<file path="config.mk">
export PLATFORM = sky130hd
export DESIGN_NAME = cart_bank_ctrl
export DESIGN_NICKNAME = d
export VERILOG_FILES = /design/src/rtl/cbc_pkg.sv /design/src/rtl/cbc_regs.sv /design/src/rtl/cbc_rom_map.sv /design/src/rtl/cbc_ram_map.sv /design/src/rtl/cart_bank_ctrl.sv
export SDC_FILE = /design/constraint.sdc
export NUM_CORES = 1
export LEC_CHECK = 0
export BUFFER_PORTS_ARGS = -buffer_cell sky130_fd_sc_hd__buf_4
export CORE_UTILIZATION = 35
export DETAILED_ROUTE_END_ITERATION = 6
export PLACE_DENSITY = 0.84
export RECOVER_POWER = 25
export SLEW_MARGIN = 0
export SYNTH_ARGS = -nofsm -noshare
export SYNTH_HDL_FRONTEND = slang
export SYNTH_SLANG_ARGS = --single-unit
</file>
<file path="constraint.sdc">
create_clock -name clk -period 1.59 [get_ports clk]
set_input_delay 0.0795 -clock clk [delete_from_list [all_inputs] [get_ports clk]]
set_output_delay 0.0795 -clock clk [all_outputs]
set_load 0.01 [all_outputs]
</file>
<file path="src/rtl/cbc_pkg.sv">
package cbc_pkg;
    localparam int LO_W = 5;   // low ROM bank field
    localparam int HI_W = 2;   // shared upper field

    typedef enum logic {
        MODEL_BIG_ROM = 1'b0,
        MODEL_BIG_RAM = 1'b1
    } model_e;

    typedef enum logic [1:0] {
        SLOT_RAM_KEY = 2'd0,
        SLOT_BANK_LO = 2'd1,
        SLOT_BANK_HI = 2'd2,
        SLOT_MODEL   = 2'd3
    } slot_e;

    typedef struct packed {
        logic            ram_on;
        logic [LO_W-1:0] bank_lo;
        logic [HI_W-1:0] bank_hi;
        model_e          model;
    } cbc_state_t;
endpackage

</file>
<file path="src/rtl/cbc_regs.sv">
module cbc_regs
    import cbc_pkg::*;
#(
    parameter logic [3:0] KEY = 4'hA
) (
    input  logic            clk,
    input  logic            rst_n,
    input  logic            wr_en,
    input  logic [1:0]      slot,
    input  logic [LO_W-1:0] wdata,
    output cbc_state_t      state_q
);
    cbc_state_t state_d;

    always_comb begin
        state_d = state_q;
        if (wr_en) begin
            case (slot_e'(slot))
                SLOT_RAM_KEY: state_d.ram_on  = (wdata[3:0] == KEY);
                SLOT_BANK_LO: state_d.bank_lo = wdata;
                SLOT_BANK_HI: state_d.bank_hi = wdata[HI_W-1:0];
                SLOT_MODEL:   state_d.model   = model_e'(wdata[0]);
                default:      state_d = state_q;
            endcase
        end
    end

    always_ff @(posedge clk) begin
        if (!rst_n) begin
            state_q <= '{ram_on: 1'b0, bank_lo: '0, bank_hi: '0, model: MODEL_BIG_ROM};
        end else begin
            state_q <= state_d;
        end
    end
endmodule

</file>
<file path="src/rtl/cbc_rom_map.sv">
module cbc_rom_map
    import cbc_pkg::*;
#(
    parameter int WIN_W = 14
) (
    input  cbc_state_t               state,
    input  logic [WIN_W+1:0]         cpu_addr,
    output logic [LO_W+HI_W+WIN_W-1:0] rom_addr,
    output logic                     rom_ce
);
    localparam int BANK_W = LO_W + HI_W;

    logic [LO_W-1:0]   lo_eff;
    logic [HI_W-1:0]   hi_eff;
    logic [BANK_W-1:0] bank;

    always_comb begin
        lo_eff   = (state.bank_lo == '0) ? LO_W'(1) : state.bank_lo;
        hi_eff   = (state.model == MODEL_BIG_ROM) ? state.bank_hi : '0;
        bank     = cpu_addr[WIN_W] ? {hi_eff, lo_eff} : '0;
        rom_addr = {bank, cpu_addr[WIN_W-1:0]};
        rom_ce   = ~cpu_addr[WIN_W+1];
    end
endmodule

</file>
<file path="src/rtl/cbc_ram_map.sv">
module cbc_ram_map
    import cbc_pkg::*;
#(
    parameter int ADDR_W = 16,
    parameter int WIN_W  = 13
) (
    input  cbc_state_t           state,
    input  logic [ADDR_W-1:0]    cpu_addr,
    input  logic                 cpu_wr,
    output logic [HI_W+WIN_W-1:0] ram_addr,
    output logic                 ram_sel,
    output logic                 ram_ce,
    output logic                 ram_we,
    output logic [HI_W-1:0]      gpo
);
    localparam int TAG_W = ADDR_W - WIN_W;
    localparam logic [TAG_W-1:0] RAM_TAG = TAG_W'(5);   // 0xA000 >> 13

    logic [HI_W-1:0] bank;

    always_comb begin
        bank     = (state.model == MODEL_BIG_RAM) ? state.bank_hi : '0;
        ram_sel  = (cpu_addr[ADDR_W-1:WIN_W] == RAM_TAG);
        ram_ce   = ram_sel & state.ram_on;
        ram_we   = ram_ce & cpu_wr;
        ram_addr = {bank, cpu_addr[WIN_W-1:0]};
        gpo      = bank;
    end
endmodule

</file>
<file path="src/rtl/cart_bank_ctrl.sv">
module cart_bank_ctrl
    import cbc_pkg::*;
#(
    parameter int ROM_WIN_W = 14,
    parameter int RAM_WIN_W = 13,
    parameter int DATA_W    = 8,
    localparam int ADDR_W    = ROM_WIN_W + 2,
    localparam int ROM_AW    = LO_W + HI_W + ROM_WIN_W,
    localparam int RAM_AW    = HI_W + RAM_WIN_W
) (
    input  logic              clk,
    input  logic              rst_n,
    input  logic [ADDR_W-1:0] cpu_addr,
    input  logic [DATA_W-1:0] cpu_wdata,
    input  logic              cpu_wr,
    input  logic [DATA_W-1:0] rom_rdata,
    input  logic [DATA_W-1:0] ram_rdata,
    output logic [DATA_W-1:0] cpu_rdata,
    output logic [ROM_AW-1:0] rom_addr,
    output logic              rom_ce,
    output logic [RAM_AW-1:0] ram_addr,
    output logic              ram_ce,
    output logic              ram_we,
    output logic [HI_W-1:0]   gpo
);
    cbc_state_t state_q;
    logic       reg_wr;
    logic       ram_sel;

    assign reg_wr = cpu_wr & ~cpu_addr[ADDR_W-1];

    cbc_regs u_regs (
        .clk     (clk),
        .rst_n   (rst_n),
        .wr_en   (reg_wr),
        .slot    (cpu_addr[ADDR_W-2:ADDR_W-3]),
        .wdata   (cpu_wdata[LO_W-1:0]),
        .state_q (state_q)
    );

    cbc_rom_map #(.WIN_W(ROM_WIN_W)) u_rom (
        .state    (state_q),
        .cpu_addr (cpu_addr),
        .rom_addr (rom_addr),
        .rom_ce   (rom_ce)
    );

    cbc_ram_map #(.ADDR_W(ADDR_W), .WIN_W(RAM_WIN_W)) u_ram (
        .state    (state_q),
        .cpu_addr (cpu_addr),
        .cpu_wr   (cpu_wr),
        .ram_addr (ram_addr),
        .ram_sel  (ram_sel),
        .ram_ce   (ram_ce),
        .ram_we   (ram_we),
        .gpo      (gpo)
    );

    always_comb begin
        if (rom_ce)      cpu_rdata = rom_rdata;
        else if (ram_ce) cpu_rdata = ram_rdata;
        else             cpu_rdata = '1;
    end
endmodule

</file>
---- Yosys cells after proc, flatten, opt, wreduce, memory -nomap -nowiden ----
Index checks and enable logic that the tools add are counted.
storage, ports and cells
  output and inout bits ................... 49
  register bits ........................... 9
  logic and storage cells ................. 25
  bits of input ports ..................... 43
operators by class
  equal/unequal tests ..................... 5
  mux-type cells .......................... 6
  reductions and logical operators ........ 6
  bitwise operators ....................... 4
operators with widths
  cell                                                  count
  two-way mux 8 bit                                     2
  AND reduction 2 bit                                   4
  two-way mux 7 bit                                     1
  logical NOT 5 bit                                     1
  two-way mux 5 bit                                     1
  equality test 2 bit (second input constant)           2
  equality test 4 bit (second input constant)           1
  two-way mux 2 bit                                     2
  AND 1 bit                                             3
  equality test 3 bit (second input constant)           1
  equality test 2 x 1 -> 1 bit (second input constant)  1
  logical NOT 2 bit                                     1
  NOT 1 bit                                             1

---- Depth between registers and ports, before layout ----
  depth after elaboration ................. 4
  gate-level depth with buffers ........... 4
  mapped depth without buffers ............ 3

---- By module ----
A second synthesis with hierarchy kept.
unflattened totals
  cell total of the unflattened synthesis .. 102
  area total of the unflattened synthesis .. 860.8 sq um
by module, submodules not included
  module          area an instance (sq um)  cells an instance  seq. area each (sq um)  instances
  cbc_regs        349.1                     38                 180.2                   1
  cart_bank_ctrl  193.9                     21                 0.0                     1
  cbc_rom_map     166.4                     23                 0.0                     1
  cbc_ram_map     151.4                     20                 0.0                     1

---- Worst setup path after synthesis ----
No wires, ideal clock.
  kind .................................... reg-to-output
  start point ............................. reg, netlist name u_regs.state_q[8]
  end point ............................... out ram_we
  cell stages (with the launch flop) ...... 4
  arrival ................................. 816 ps
  setup slack ............................. 695 ps
  cells stage by stage .................... dfxtp_1 > nand4b_4 > inv_1 > and2_1
between the ends
  cells in the longest elaborated chain, start to end .. 2
RTL lines
  item        line                  text
  AND 1 bit   cbc_ram_map.sv:24     ram_ce = ram_sel & state.ram_on;
  net ram_ce  cart_bank_ctrl.sv:22  output logic ram_ce,
  AND 1 bit   cbc_ram_map.sv:25     ram_we = ram_ce & cpu_wr;
  to (decl)   cart_bank_ctrl.sv:23  output logic ram_we,
The timed path passes the listed nets, and every way through them passes these cells.

---- Worst setup path in the final report ----
  start point ............................. reg, netlist name u_regs.state_q[8]
  end point ............................... out cpu_rdata[2]
between the ends
  cells in the longest elaborated chain, start to end .. 3
RTL lines
  item               line                  text
  AND 1 bit          cbc_ram_map.sv:24
  two-way mux 8 bit  cart_bank_ctrl.sv:61  else if (ram_ce) cpu_rdata = ram_rdata;
  two-way mux 8 bit  cart_bank_ctrl.sv:60  if (rom_ce) cpu_rdata = rom_rdata;
  to (decl)          cart_bank_ctrl.sv:18  output logic [DATA_W-1:0] cpu_rdata,
Every way passes these cells.

==> impl_results.md <==
- Clock root cell: clkbuf_4
- CP Max Fanout: 9
- Largest net degree at the start of global routing: 15
- Port buffer count: 49
- Synth Instances: 90
- Num CTS Buffers: 3
- Pwr per Cell Area: 565.8 mW/mm²
- Unrepaired setup endpoints after global routing: no
- Slew Viols, Final: 0
- Nets@finish: 154
- Maximum vdd ir drop: between 200 and 250 µV
- DR DRC count: 0
- Net Sw Frac: 25.43%
- Initial antenna violation count: 0
- Net Sw Power: 0.0001404 W
- Clk buf depth: 2
- TNS Setup: 0 ns
- CP Data Arrival Time: 1.17 ns
- DRT antenna net count: 0
- Syn nets: 133
- TritonCTS clock tree: yes
- Clock slew at reported path FFs: 0.06 ns
- Worst reg2reg path endpoint: u_regs.state_q[5]$_SDFFE_PN0P_
- Vias in the first global route: approximately 640
- DRT Pass-1 Iters: 2
- Die H: 49.38 µm
- Synth Area per Inst: 8.731 µm²
- Clock power frac: approximately 33%
- Hold Vio Cnt, Final: 0
- Startpoint types: register
- Synthesized cell area: 785.8 µm²
- Worst Skew: 0 ns
- Worst-Margin Slew: ~0.34 ns
- Commonest non-fill, non-tap cell in the layout: buf_4
- Hold EP: u_regs.state_q[2]$_SDFFE_PN0P_
- Clock Latency Late Sink: 0.26 ns
- Sequential share of the synthesized area: 22.93%
- Sequential fraction of design power: around 42%
- Max stage delay on crit path: about 0.37 ns
- Worst hold path type: in2reg
- Remaining global-route overflow: 0
- Internal power: slightly above 0.0004 W
- Endpoints failing setup: 0
- N_diodes: 0
- PostCTS Resize Cnt: 0
- Outcome: complete, no violations
- Flop-to-flop setup slack: between 0.9 and 1 ns
- Hold Path Stages: 3
- Post-DR vias/cell: 4.781
- Combinational cell fraction of total power: 25.1%
- Tot Pwr: 0.0005522 W
- Ys Warns: 0
- Most frequent cells in the layout: buf_4 (49), dfxtp_1 (9), o22a_1 (8), and2_1 (7)
- Slowest cell on the critical path: dfxtp_1
- Worst path cell trace: nand4b_4 -> o22a_1 -> buf_4
- Buf/Inv on CP: 1
- Slew margin rel.: 76.68%
- FP Rows: 16
- CP Capture Type: primary output
- Seq cells post-synth: 9
- GP Congestion: 0.7532
- Tmin final: about 1.3 ns
- Vias post-DR: 655
- Distinct cells, synth: 21
- First-pass GRT wire length: 2808 µm
- Filler Cells Inserted: 210
- Clock sinks: 9
- Max_cap viols: 0
- HPWL after DPL: 1446 µm
- Die Area: 0.002438 mm²
- DRT iter0 DRCs: 3
- Post-cts hold buffer count: 0
- GRT Overall Usage: 15.28%
- Delay-heaviest family, CP: flip-flops
- Hold Startpoint: cpu_wdata[1]
- I/O pins: 92
- Crit share post-route: 78.84%
- Fmax: 797.7 MHz
- Reg2reg path depth: 2
- Biggest register: u_regs.state_q
- Area grow syn2layout: 24.20%
- Reg area: 180.2 µm²
- Core Util, Final: 47.79%
- Setup bufs post-CTS: 0
- DRT Wirelength: 1792 µm
- Max reg flops: 9
- Core area: 0.002042 mm²
- Biggest regs: u_regs.state_q: 9 flops
- CTS HTree Levels: 1
- RR Startpoint: u_regs.state_q[5]$_SDFFE_PN0P_
- Leakage power: 0.4602 nW
- Initial Utilization: 38.48%
- Crit Path Class: reg2out
- CP Data Required Time: around 1.5 ns
- Proportion of layout cells with a drive suffix above 1: 49.09%
- Die width: a little under 50 µm
- Multi-input logic area: around 360 µm²
- Wirelength per Cell: 13.08 µm
## Yosys cell counts, drive strengths merged
cell	n	area share, %
and2	7	5.6
dfxtp	9	23
nand2	3	1.4
o21ai	3	1.9
and3b	2	2.2
o22a	8	8.9
clkbuf	2	0.96
nor2b	6	4.8
nor4b	1	1.1
mux2i	6	7.6
nor4	1	0.80
inv	2	0.96
nor4bb	1	1.3
buf	31	29
and4bb	2	3.2
o21a	1	0.96
nand4b	2	4.1
nand3	3	1.9
## area by class of cell
cell class / instances / share of cell area (%)
Tap cell: 27 / 3.462
Multi-Input combinational cell: 46 / 36.92
Sequential cell: 9 / 18.46
Timing Repair Buffer: 49 / 37.69
Clock buffer: 4 / 2.692
Inverter: 2 / 0.7692
## worst min-delay path: stages
cell	delay (ns)
buf_4	0.09
nand3_1	0.06
o21ai_0	0.06
## power groups by stage
stage / registers (W) / clock network, W / logic, W
after detailed placement: 0.000238 / 0 / 0.000138
after floorplan: 0.000237 / 0 / 0.000121
after global placement: 0.000238 / 0 / 0.000135
after CTS: 0.000233 / 0.000188 / 0.000139
final: 0.000233 / 0.000181 / 0.000139
after global routing: 0.000233 / 0.000191 / 0.000149
## kinds of logic after synthesis
logic type	count (synthesis)	share of synthesized area [%]
buf+inv	35	31.21
simple gates	28	26.43
compound gates	12	11.78
flops	9	22.93
mux	6	7.644
## layer usage
layer  wire length, µm  track usage, %
met5                 0               0
met2               938           26.71
met4                37           10.00
met3               113           4.673
met1               703           15.57
## per-stage QoR
step	hold slack (ns)	setup slack, ns	cell area, µm²	cells
after detailed placement	0.1591	0.4447	949.7	133
after global routing	0.1008	0.2750	975.9	137
final	0.05975	0.3364	975.9	137
after floorplan	0.2099	0.6946	785.8	90
after CTS	0.04977	0.3267	975.9	137
after global placement	0.1591	0.4940	949.7	133
## how the worst max path moves through the flow
| stage | start | endpoint | cells past startpoint |
|---|---|---|---|
| global route | u_regs.state_q[8]$_SDFFE_PN0P_ | cpu_rdata[3] | 3 |
| global placement | cpu_addr[15] | u_regs.state_q[4]$_SDFFE_PN0P_ | 4 |
| finish | u_regs.state_q[8]$_SDFFE_PN0P_ | cpu_rdata[2] | 3 |
| CTS | u_regs.state_q[8]$_SDFFE_PN0P_ | cpu_rdata[2] | 3 |
| detailed placement | cpu_addr[15] | u_regs.state_q[5]$_SDFFE_PN0P_ | 4 |
| floorplan | u_regs.state_q[8]$_SDFFE_PN0P_ | ram_we | 3 |
Note: power is estimated with default switching activity, not from simulation.
